===== config.mk =====
export PLATFORM = sky130hd
export DESIGN_NAME = bsg_emit
export DESIGN_NICKNAME = d
export VERILOG_FILES = /design/src/rtl/bsg_pkg.sv /design/src/rtl/bsg_word_build.sv /design/src/rtl/bsg_count_sat.sv /design/src/rtl/bsg_emit.sv
export SDC_FILE = /design/constraint.sdc
export NUM_CORES = 1
export LEC_CHECK = 0
export BUFFER_PORTS_ARGS = -buffer_cell sky130_fd_sc_hd__clkbuf_2
export CAP_MARGIN = 20
export CORE_ASPECT_RATIO = 0.6
export CORE_MARGIN = 2
export CORE_UTILIZATION = 48
export CTS_CLUSTER_DIAMETER = 200
export CTS_CLUSTER_SIZE = 30
export DETAILED_ROUTE_END_ITERATION = 6
export GPL_TIMING_DRIVEN = 0
export PLACE_DENSITY = 0.73
export SYNTH_ARGS = -nofsm -noshare
export SYNTH_HDL_FRONTEND = slang
export SYNTH_SLANG_ARGS = --single-unit

===== constraint.sdc =====
create_clock -name clk -period 5.35 [get_ports clk]
set_clock_uncertainty 0.2 [all_clocks]
set_input_delay 0.2675 -clock clk [delete_from_list [all_inputs] [get_ports clk]]
set_output_delay 0.2675 -clock clk [all_outputs]
set_load 0.01 [all_outputs]

===== src/rtl/bsg_pkg.sv =====
package bsg_pkg;
  // Width of the low-register slice handed over per bin.
  localparam int LOW_BITS = 7;
  typedef logic [LOW_BITS-1:0] low_slice_t;
endpackage


===== src/rtl/bsg_word_build.sv =====
module bsg_word_build
  import bsg_pkg::*;
#(
  parameter int W      = 32,
  parameter int PEND_W = $clog2(W)
) (
  input  low_slice_t        low_i,
  input  logic [PEND_W-1:0] pend_i,
  output logic [W-1:0]      word_o
);
  localparam int TAIL_BITS = LOW_BITS - 1;

  logic              lead;
  logic [PEND_W:0]   head_len;
  logic [W-1:0]      head_mask;
  logic [W-1:0]      head_bits;
  logic [W-1:0]      tail_bits;

  assign lead      = low_i[LOW_BITS-1];
  // Leading bit plus pend_i resolved copies occupy the top head_len positions.
  assign head_len  = {1'b0, pend_i} + {{PEND_W{1'b0}}, 1'b1};
  assign head_mask = ~({W{1'b1}} >> head_len);
  assign head_bits = {lead, {(W-1){~lead}}} & head_mask;
  // The remaining low bits follow directly below the head; overflow drops off.
  assign tail_bits = {low_i[TAIL_BITS-1:0], {(W-TAIL_BITS){1'b0}}} >> head_len;
  assign word_o    = head_bits | tail_bits;
endmodule


===== src/rtl/bsg_count_sat.sv =====
module bsg_count_sat #(
  parameter int W      = 32,
  parameter int PEND_W = $clog2(W),
  parameter int DET_W  = 4,
  parameter int CNT_W  = $clog2(W + 1)
) (
  input  logic [PEND_W-1:0] pend_i,
  input  logic [DET_W-1:0]  det_i,
  output logic [CNT_W-1:0]  cnt_o
);
  localparam int SUM_W = ((PEND_W > DET_W) ? PEND_W : DET_W) + 2;

  logic [SUM_W-1:0] total;

  assign total = SUM_W'(pend_i) + SUM_W'(det_i);
  assign cnt_o = (total > SUM_W'(W)) ? CNT_W'(W) : total[CNT_W-1:0];
endmodule


===== src/rtl/bsg_emit.sv =====
module bsg_emit
  import bsg_pkg::*;
#(
  parameter int W      = 32,
  parameter int DET_W  = 4,
  parameter int PEND_W = $clog2(W),
  parameter int CNT_W  = $clog2(W + 1)
) (
  input  logic              clk,
  input  logic              rst,
  input  logic              in_valid,
  input  logic [LOW_BITS-1:0] low_top,
  input  logic [PEND_W-1:0] pend_cnt,
  input  logic [DET_W-1:0]  det_cnt,
  output logic              out_valid,
  output logic [W-1:0]      out_word,
  output logic [CNT_W-1:0]  out_cnt
);
  localparam int SUM_W = ((PEND_W > DET_W) ? PEND_W : DET_W) + 2;

  logic [W-1:0]     built_word;
  logic [CNT_W-1:0] sat_cnt;

  bsg_word_build #(.W(W), .PEND_W(PEND_W)) word_u (
    .low_i  (low_top),
    .pend_i (pend_cnt),
    .word_o (built_word)
  );

  bsg_count_sat #(.W(W), .PEND_W(PEND_W), .DET_W(DET_W), .CNT_W(CNT_W)) cnt_u (
    .pend_i (pend_cnt),
    .det_i  (det_cnt),
    .cnt_o  (sat_cnt)
  );

  always_ff @(posedge clk) begin
    if (rst) begin
      out_valid <= 1'b0;
      out_word  <= '0;
      out_cnt   <= '0;
    end else begin
      out_valid <= in_valid;
      if (in_valid) begin
        out_cnt  <= sat_cnt;
        out_word <= (sat_cnt == '0) ? '0 : built_word;
      end
    end
  end


  cnt_ceiling_chk: assert property (@(posedge clk) disable iff (rst)
    out_cnt <= CNT_W'(W));


  empty_word_chk: assert property (@(posedge clk) disable iff (rst)
    in_valid && (SUM_W'(pend_cnt) + SUM_W'(det_cnt) == '0) |=> out_word == '0);


  idle_hold_chk: assert property (@(posedge clk) disable iff (rst)
    !in_valid |=> $stable(out_word) && $stable(out_cnt) && !out_valid);


  strobe_follow_chk: assert property (@(posedge clk) disable iff (rst)
    in_valid |=> out_valid);


  lead_bit_chk: assert property (@(posedge clk) disable iff (rst)
    in_valid && (SUM_W'(pend_cnt) + SUM_W'(det_cnt) != '0)
    |=> out_word[W-1] == $past(low_top[LOW_BITS-1]));


  resolved_flip_chk: assert property (@(posedge clk) disable iff (rst)
    in_valid && (pend_cnt != '0) && (SUM_W'(pend_cnt) + SUM_W'(det_cnt) != '0)
    |=> out_word[W-1] != out_word[W-2]);
endmodule


# Word-level counts from Yosys, hierarchy flattened
# Cells that the tools add are included.
[classes]
n_shift = 2
n_lt_le_gt_ge = 1
add_sub_neg = 2
n_mux = 2
n_reduce_logical = 1
n_bitwise = 4
[op_table]
columns = ["op", "n"]
rows = [
  ["32-bit bitwise AND", 1],
  ["32-bit two-way mux", 1],
  ["32-bit NOT", 1],
  ["32-bit OR", 1],
  ["32-bit by 6-bit >> shifter with 32-bit output", 1],
  ["32-bit by 6-bit >> shifter with 32-bit output (first input constant)", 1],
  ["7-bit by 6-bit > comparator with 1-bit output (second input constant)", 1],
  ["5-bit by 1-bit adder with 6-bit output (second input constant)", 1],
  ["5-bit by 4-bit adder with 6-bit output", 1],
  ["6-bit logical NOT", 1],
  ["6-bit two-way mux", 1],
  ["1-bit NOT", 1],
]
[totals]
inputBits = 19
output_inout_bits = 39
word_cells = 15
register_bits = 39

# Logic depth before layout (Yosys ltp)
[logic_depth]
depth_word = 6
ltp_mapped = 8
mapped_depth_nobuf = 7

# Hierarchy
# Synthesis repeated with hierarchy kept, for this count alone.
[hier_totals]
hier_cells = 356
hier_area_um2 = 2934.1
[by_module_without_submodules]
columns = ["module", "n_inst", "cells_per_inst", "area_each_um2", "seq_area_each_um2"]
rows = [
  ["bsg_emit", 1, 170, 1751.7, 780.7],
  ["bsg_word_build", 1, 157, 960.9, 0.0],
  ["bsg_count_sat", 1, 29, 221.5, 0.0],
]

# Worst setup path before layout
# Ideal clock, no wire load.
[synth_path]
kind = "input to register"
start = "input port pend_cnt[0]"
end = "register out_word[21]"
setup_time_ps = 115
arrival_ps = 1943
required_time_ps = 5035
path_buffers = 1
stages = 8
path_slack_ps = 3091
path_cell_list = "ha_1 fa_1 a21o_1 a21oi_2 xnor2_1 o31ai_4 buf_6 o21ai_2"
[synth_via]
elab_chain_len = 6
word_cells_on_any_way = 11
cone_classes = "add/sub: 2; order compare: 1; shift: 2; mux: 2; bitwise: 3; reduce/logical: 1"
[synth_lines]
columns = ["element", "line", "source"]
rows = [
  ["start: declaration", "bsg_emit.sv:13", "input logic [PEND_W-1:0] pend_cnt,"],
  ["5-bit by 1-bit adder with 6-bit output", "bsg_word_build.sv:21", "assign head_len = {1'b0, pend_i} + {{PEND_W{1'b0}}, 1'b1};"],
  ["32-bit by 6-bit >> shifter with 32-bit output", "bsg_word_build.sv:22", "assign head_mask = ~({W{1'b1}} >> head_len);"],
  ["32-bit NOT", "bsg_word_build.sv:22", ""],
  ["32-bit bitwise AND", "bsg_word_build.sv:23", "assign head_bits = {lead, {(W-1){~lead}}} & head_mask;"],
  ["32-bit OR", "bsg_word_build.sv:26", "assign word_o = head_bits | tail_bits;"],
  ["32-bit two-way mux *", "bsg_emit.sv:45", "out_word <= (sat_cnt == '0) ? '0 : built_word;"],
  ["end signal: assignment", "bsg_emit.sv:45", ""],
  ["end: declaration", "bsg_emit.sv:16", "output logic [W-1:0] out_word,"],
]
# Every way passes the cells marked *; elsewhere a longest branch is shown, timed or not.
# A chain may end at the register's enable or synchronous reset.

# Worst setup path after layout
[layout_path]
start = "input port pend_cnt[0]"
end = "register out_word[30]"
# The elaborated chain is that of the path after synthesis.

==> impl_summary.md <==
Run status
The run finished with clean final reports.

Worst setup path
For this run, the slowest stage of the critical path takes 420 ps. The worst setup path is launched from an input pin. Traced cell by cell, the critical path runs through clkbuf_2 > ha_1 > fa_1 > xnor2_1 > nor3b_1 > inv_1 > o31ai_4 > buf_6 > o21ai_2. STA puts the critical path data arrival time at 2380 ps. The worst setup path category is input pin to flip-flop. The largest individual stage delay along the critical path comes from the cell sky130_fd_sc_hd__fa_1. The endpoint type of the worst setup path is a flip-flop. The required time at the endpoint of the critical path is 5330 ps.

For the worst flop-to-flop path, the logic depth is 3. The largest fanout on the critical path is 10.

Cells and area
The top cell types in the final layout, fill and taps aside, are sky130_fd_sc_hd__clkbuf_2, sky130_fd_sc_hd__nand2_1, sky130_fd_sc_hd__dfxtp_1, sky130_fd_sc_hd__a21oi_1. The area growth from synthesis to layout is 18.8%. The final cell utilization of the core is 60.5%. The number of non-filler instances in the completed layout is 426. The most common cell after layout, fill and taps aside is sky130_fd_sc_hd__clkbuf_2.

The number of nets at the end of the flow is 386. In the final layout, the share of cells above drive strength 1 is 27.5%. The repair_antennas step left the layout with diodes totalling 0.

Min path
In this run the worst hold path is classified as input pin to flip-flop. The number of instances on the worst hold path is 3.

Timing
After routing, the total negative slack on setup checks comes to 0 ps. Setup repair after global routing left no endpoint under its margin. The ratio of final minimum period to clock period is 44.9%.

Counting I/O delays and the setup requirement, the final critical path takes ~2400 ps. The maximum achievable frequency is ~0.42 GHz. The actual slew at the worst max-slew pin is 704 ps. Measured against its own limit, the worst slew margin works out to 52.9%.

The final max-slew violation count was 0. Setup violations remaining at the end of the flow were counted as 0. The final hold violation count was 0.

Drt
After detailed routing, the met2 layer carries about 3000 um of wire. Using the TritonRoute via totals, the vias-per-cell ratio works out to approximately 6. The routed layout has 2,532 vias. For this block, the initial DRC count from the detailed router was between 150 and 200. After detailed routing, the met3 layer carries 715 um of wire. The first detailed-routing pass took 5 iterations. The residual DRC count is 0. The highest metal layer used by the detailed router is met4.

The sum of routed wire segments on met1 is around 3800 um. The routed design has 7590 um of wire. The per-cell routed wire length is 17.8 um. The residual antenna-violating net count after detailed routing is 0.

Clock tree
The clock-pin slew on the worst setup and hold paths is 80 ps. The TritonCTS sink count is 39. The buffer type at the clock tree root is sky130_fd_sc_hd__clkbuf_8. The number of buffers added for setup after CTS is 0. The clock passes through at most 2 buffers. The later pin in the worst-skew pair is clocked with a latency of 290 ps. The deepest level of the CTS H-tree is 2. The number of buffers created by CTS is 5. Post-CTS repair changed the size of 0 cells.

The hold buffer count at CTS is 1. TritonCTS built the clock tree.

Placed design
Detailed placement finished with a half-perimeter wire length of about 5700 um. The count of input and output buffers is 55. Once placement completed, the tool counted placed cells totaling between 400 and 500. The final weighted congestion in routability-driven placement is 1.01.

Synth
After synthesis, the mean cell area works out to 7.97 um^2. The total number of yosys warnings is 0. The register area share after synthesis is 32.8%.

The post-synthesis instance area is 0.00238 mm^2. The synthesized design contains 0 enable-type register cells. Counting every net in the synthesized netlist gives 323. In this run, synthesis produced a sequential element count of 39. Synthesis produced 299 cells.

In the synthesized netlist the dominant register cell turns out to be sky130_fd_sc_hd__dfxtp_1. The share of flip-flops with an asynchronous set or reset is 0%. The distinct cell type count of the synthesized netlist is 59.

Pwr
In this run the static leakage power is 1.21 nW. The maximum vdd drop is 0.126 mV. Power spread over the standard cell area amounts to between 200 and 300 mW/mm^2.

Floorplan
The number of cell rows is 19. The die is between 90 and 100 um wide. The floorplan die height is 58.6 um. The starting density of the core is 50.9%. The area inside the core boundary is 0.00468 mm^2. The total die area is 0.00556 mm^2. The number of top-level pins is 58.

Global route
The number of global-route vias before repair is 2,232. Entering global routing, the biggest net connects 13 pins. The total grt overflow is 0. The total global routing track utilization is roughly 30%. The first global-routing pass estimated 12,100 um of wire. The number of antenna violations at the first check in global routing was 0.

Job
Max-cap violations in this run came to 0.
routing by layer:
metal / vias to the layer above / global-route usage, %
met5: - / 0
met4: 0 / 6.42
met3: 7 / 6.40
met2: 136 / 40.3
met1: 1186 / 46.1
li1: 1203 / -
kinds of logic after synthesis:
family                   count (synthesis)  synth area share, %
AO/OA/AOI/OAI                          114                 32.0
XOR/XNOR                                 3                 1.10
adder cells (fa/ha/maj)                  5                 2.94
buffers and inverters                   30                 6.56
flip-flops                              39                 32.8
multiplexers                            12                 7.14
AND/OR/NAND/NOR                         96                 17.5
synthesized netlist by cell type, types with 2 or more instances:
cell | count | area share, %
sky130_fd_sc_hd__mux2_2 | 4 | 1.9
sky130_fd_sc_hd__clkbuf_1 | 7 | 1.1
sky130_fd_sc_hd__nand2b_1 | 2 | 0.52
sky130_fd_sc_hd__buf_2 | 5 | 1.0
sky130_fd_sc_hd__or2_2 | 2 | 0.52
sky130_fd_sc_hd__dfxtp_1 | 39 | 33
sky130_fd_sc_hd__mux2i_1 | 4 | 1.7
sky130_fd_sc_hd__a31oi_1 | 4 | 1.0
sky130_fd_sc_hd__a211oi_1 | 2 | 0.63
sky130_fd_sc_hd__nor3b_1 | 2 | 0.63
sky130_fd_sc_hd__xnor2_1 | 3 | 1.1
sky130_fd_sc_hd__nor3_1 | 2 | 0.42
sky130_fd_sc_hd__o22ai_1 | 7 | 1.8
sky130_fd_sc_hd__nor2b_1 | 2 | 0.52
sky130_fd_sc_hd__o21a_1 | 2 | 0.63
sky130_fd_sc_hd__nand3_1 | 7 | 1.5
sky130_fd_sc_hd__o22a_1 | 3 | 1.1
sky130_fd_sc_hd__o21ai_0 | 24 | 5.0
sky130_fd_sc_hd__ha_1 | 4 | 2.1
sky130_fd_sc_hd__nor2_1 | 24 | 3.8
sky130_fd_sc_hd__nand2_1 | 49 | 7.7
sky130_fd_sc_hd__a21o_1 | 4 | 1.3
sky130_fd_sc_hd__a2bb2oi_1 | 2 | 0.74
sky130_fd_sc_hd__inv_1 | 10 | 1.6
sky130_fd_sc_hd__buf_6 | 2 | 0.94
sky130_fd_sc_hd__o21ai_2 | 10 | 3.7
sky130_fd_sc_hd__a21oi_2 | 2 | 0.74
sky130_fd_sc_hd__a22o_1 | 5 | 1.8
sky130_fd_sc_hd__a21oi_1 | 32 | 6.7
sky130_fd_sc_hd__a21boi_0 | 2 | 0.63
sky130_fd_sc_hd__buf_4 | 3 | 0.94
sky130_fd_sc_hd__o31ai_1 | 2 | 0.63
worst max-delay path, delay by kind of cell:
| kind | cells | cell delay [ps] |
|---|---|---|
| compound gates | 2 | 440 |
| xor+xnor | 1 | 190 |
| fa+ha+maj | 2 | 640 |
| buf+inv | 3 | 500 |
| simple gates | 1 | 340 |
flip-flops by register name, summed over array words and instances (netlist names):
name / flops
out_valid: 1
out_word: 32
out_cnt: 6
final cells by class:
| cell class | instances | area (um^2) |
|---|---|---|
| Fill cell | 458 | 1850 |
| Clock inverter | 2 | 12.5 |
| Buffer | 20 | 119 |
| Multi-Input combinational cell | 230 | 1450 |
| Timing Repair Buffer | 56 | 285 |
| Sequential cell | 39 | 781 |
| Tap cell | 63 | 78.8 |
| Clock buffer | 6 | 72.6 |
| Inverter | 10 | 37.5 |
power breakdown:
part	leakage, nW	internal, W	switching [W]	total (W)
combinational	0.853	0.0000721	0.000120	0.000192
sequential	0.320	0.000308	0.00000821	0.000316
clock	0.0412	0.0000913	0.000109	0.000201
per-stage QoR:
step / hold WS, ps / instance area, um^2 / power (W) / setup WS (ps)
after floorplan: 137 / 2380 / 0.000446 / 3090
after global placement: 233 / 2740 / 0.000508 / 2710
after detailed placement: 241 / 2740 / 0.000509 / 2700
after global routing: 138 / 2830 / 0.000740 / 2810
after CTS: 102 / 2830 / 0.000706 / 2990
final: 109 / 2830 / 0.000709 / 2950
worst paths after layout:
check | startpoint | to | slack (ps)
min | in_valid | out_cnt[1] | 110
max | pend_cnt[0] | out_word[30] | 2950
max reg2reg | out_cnt[5] | out_cnt[5] | 4400
min reg2reg | out_word[10] | out_word[10] | 250
(Power assumes the default switching activity.)
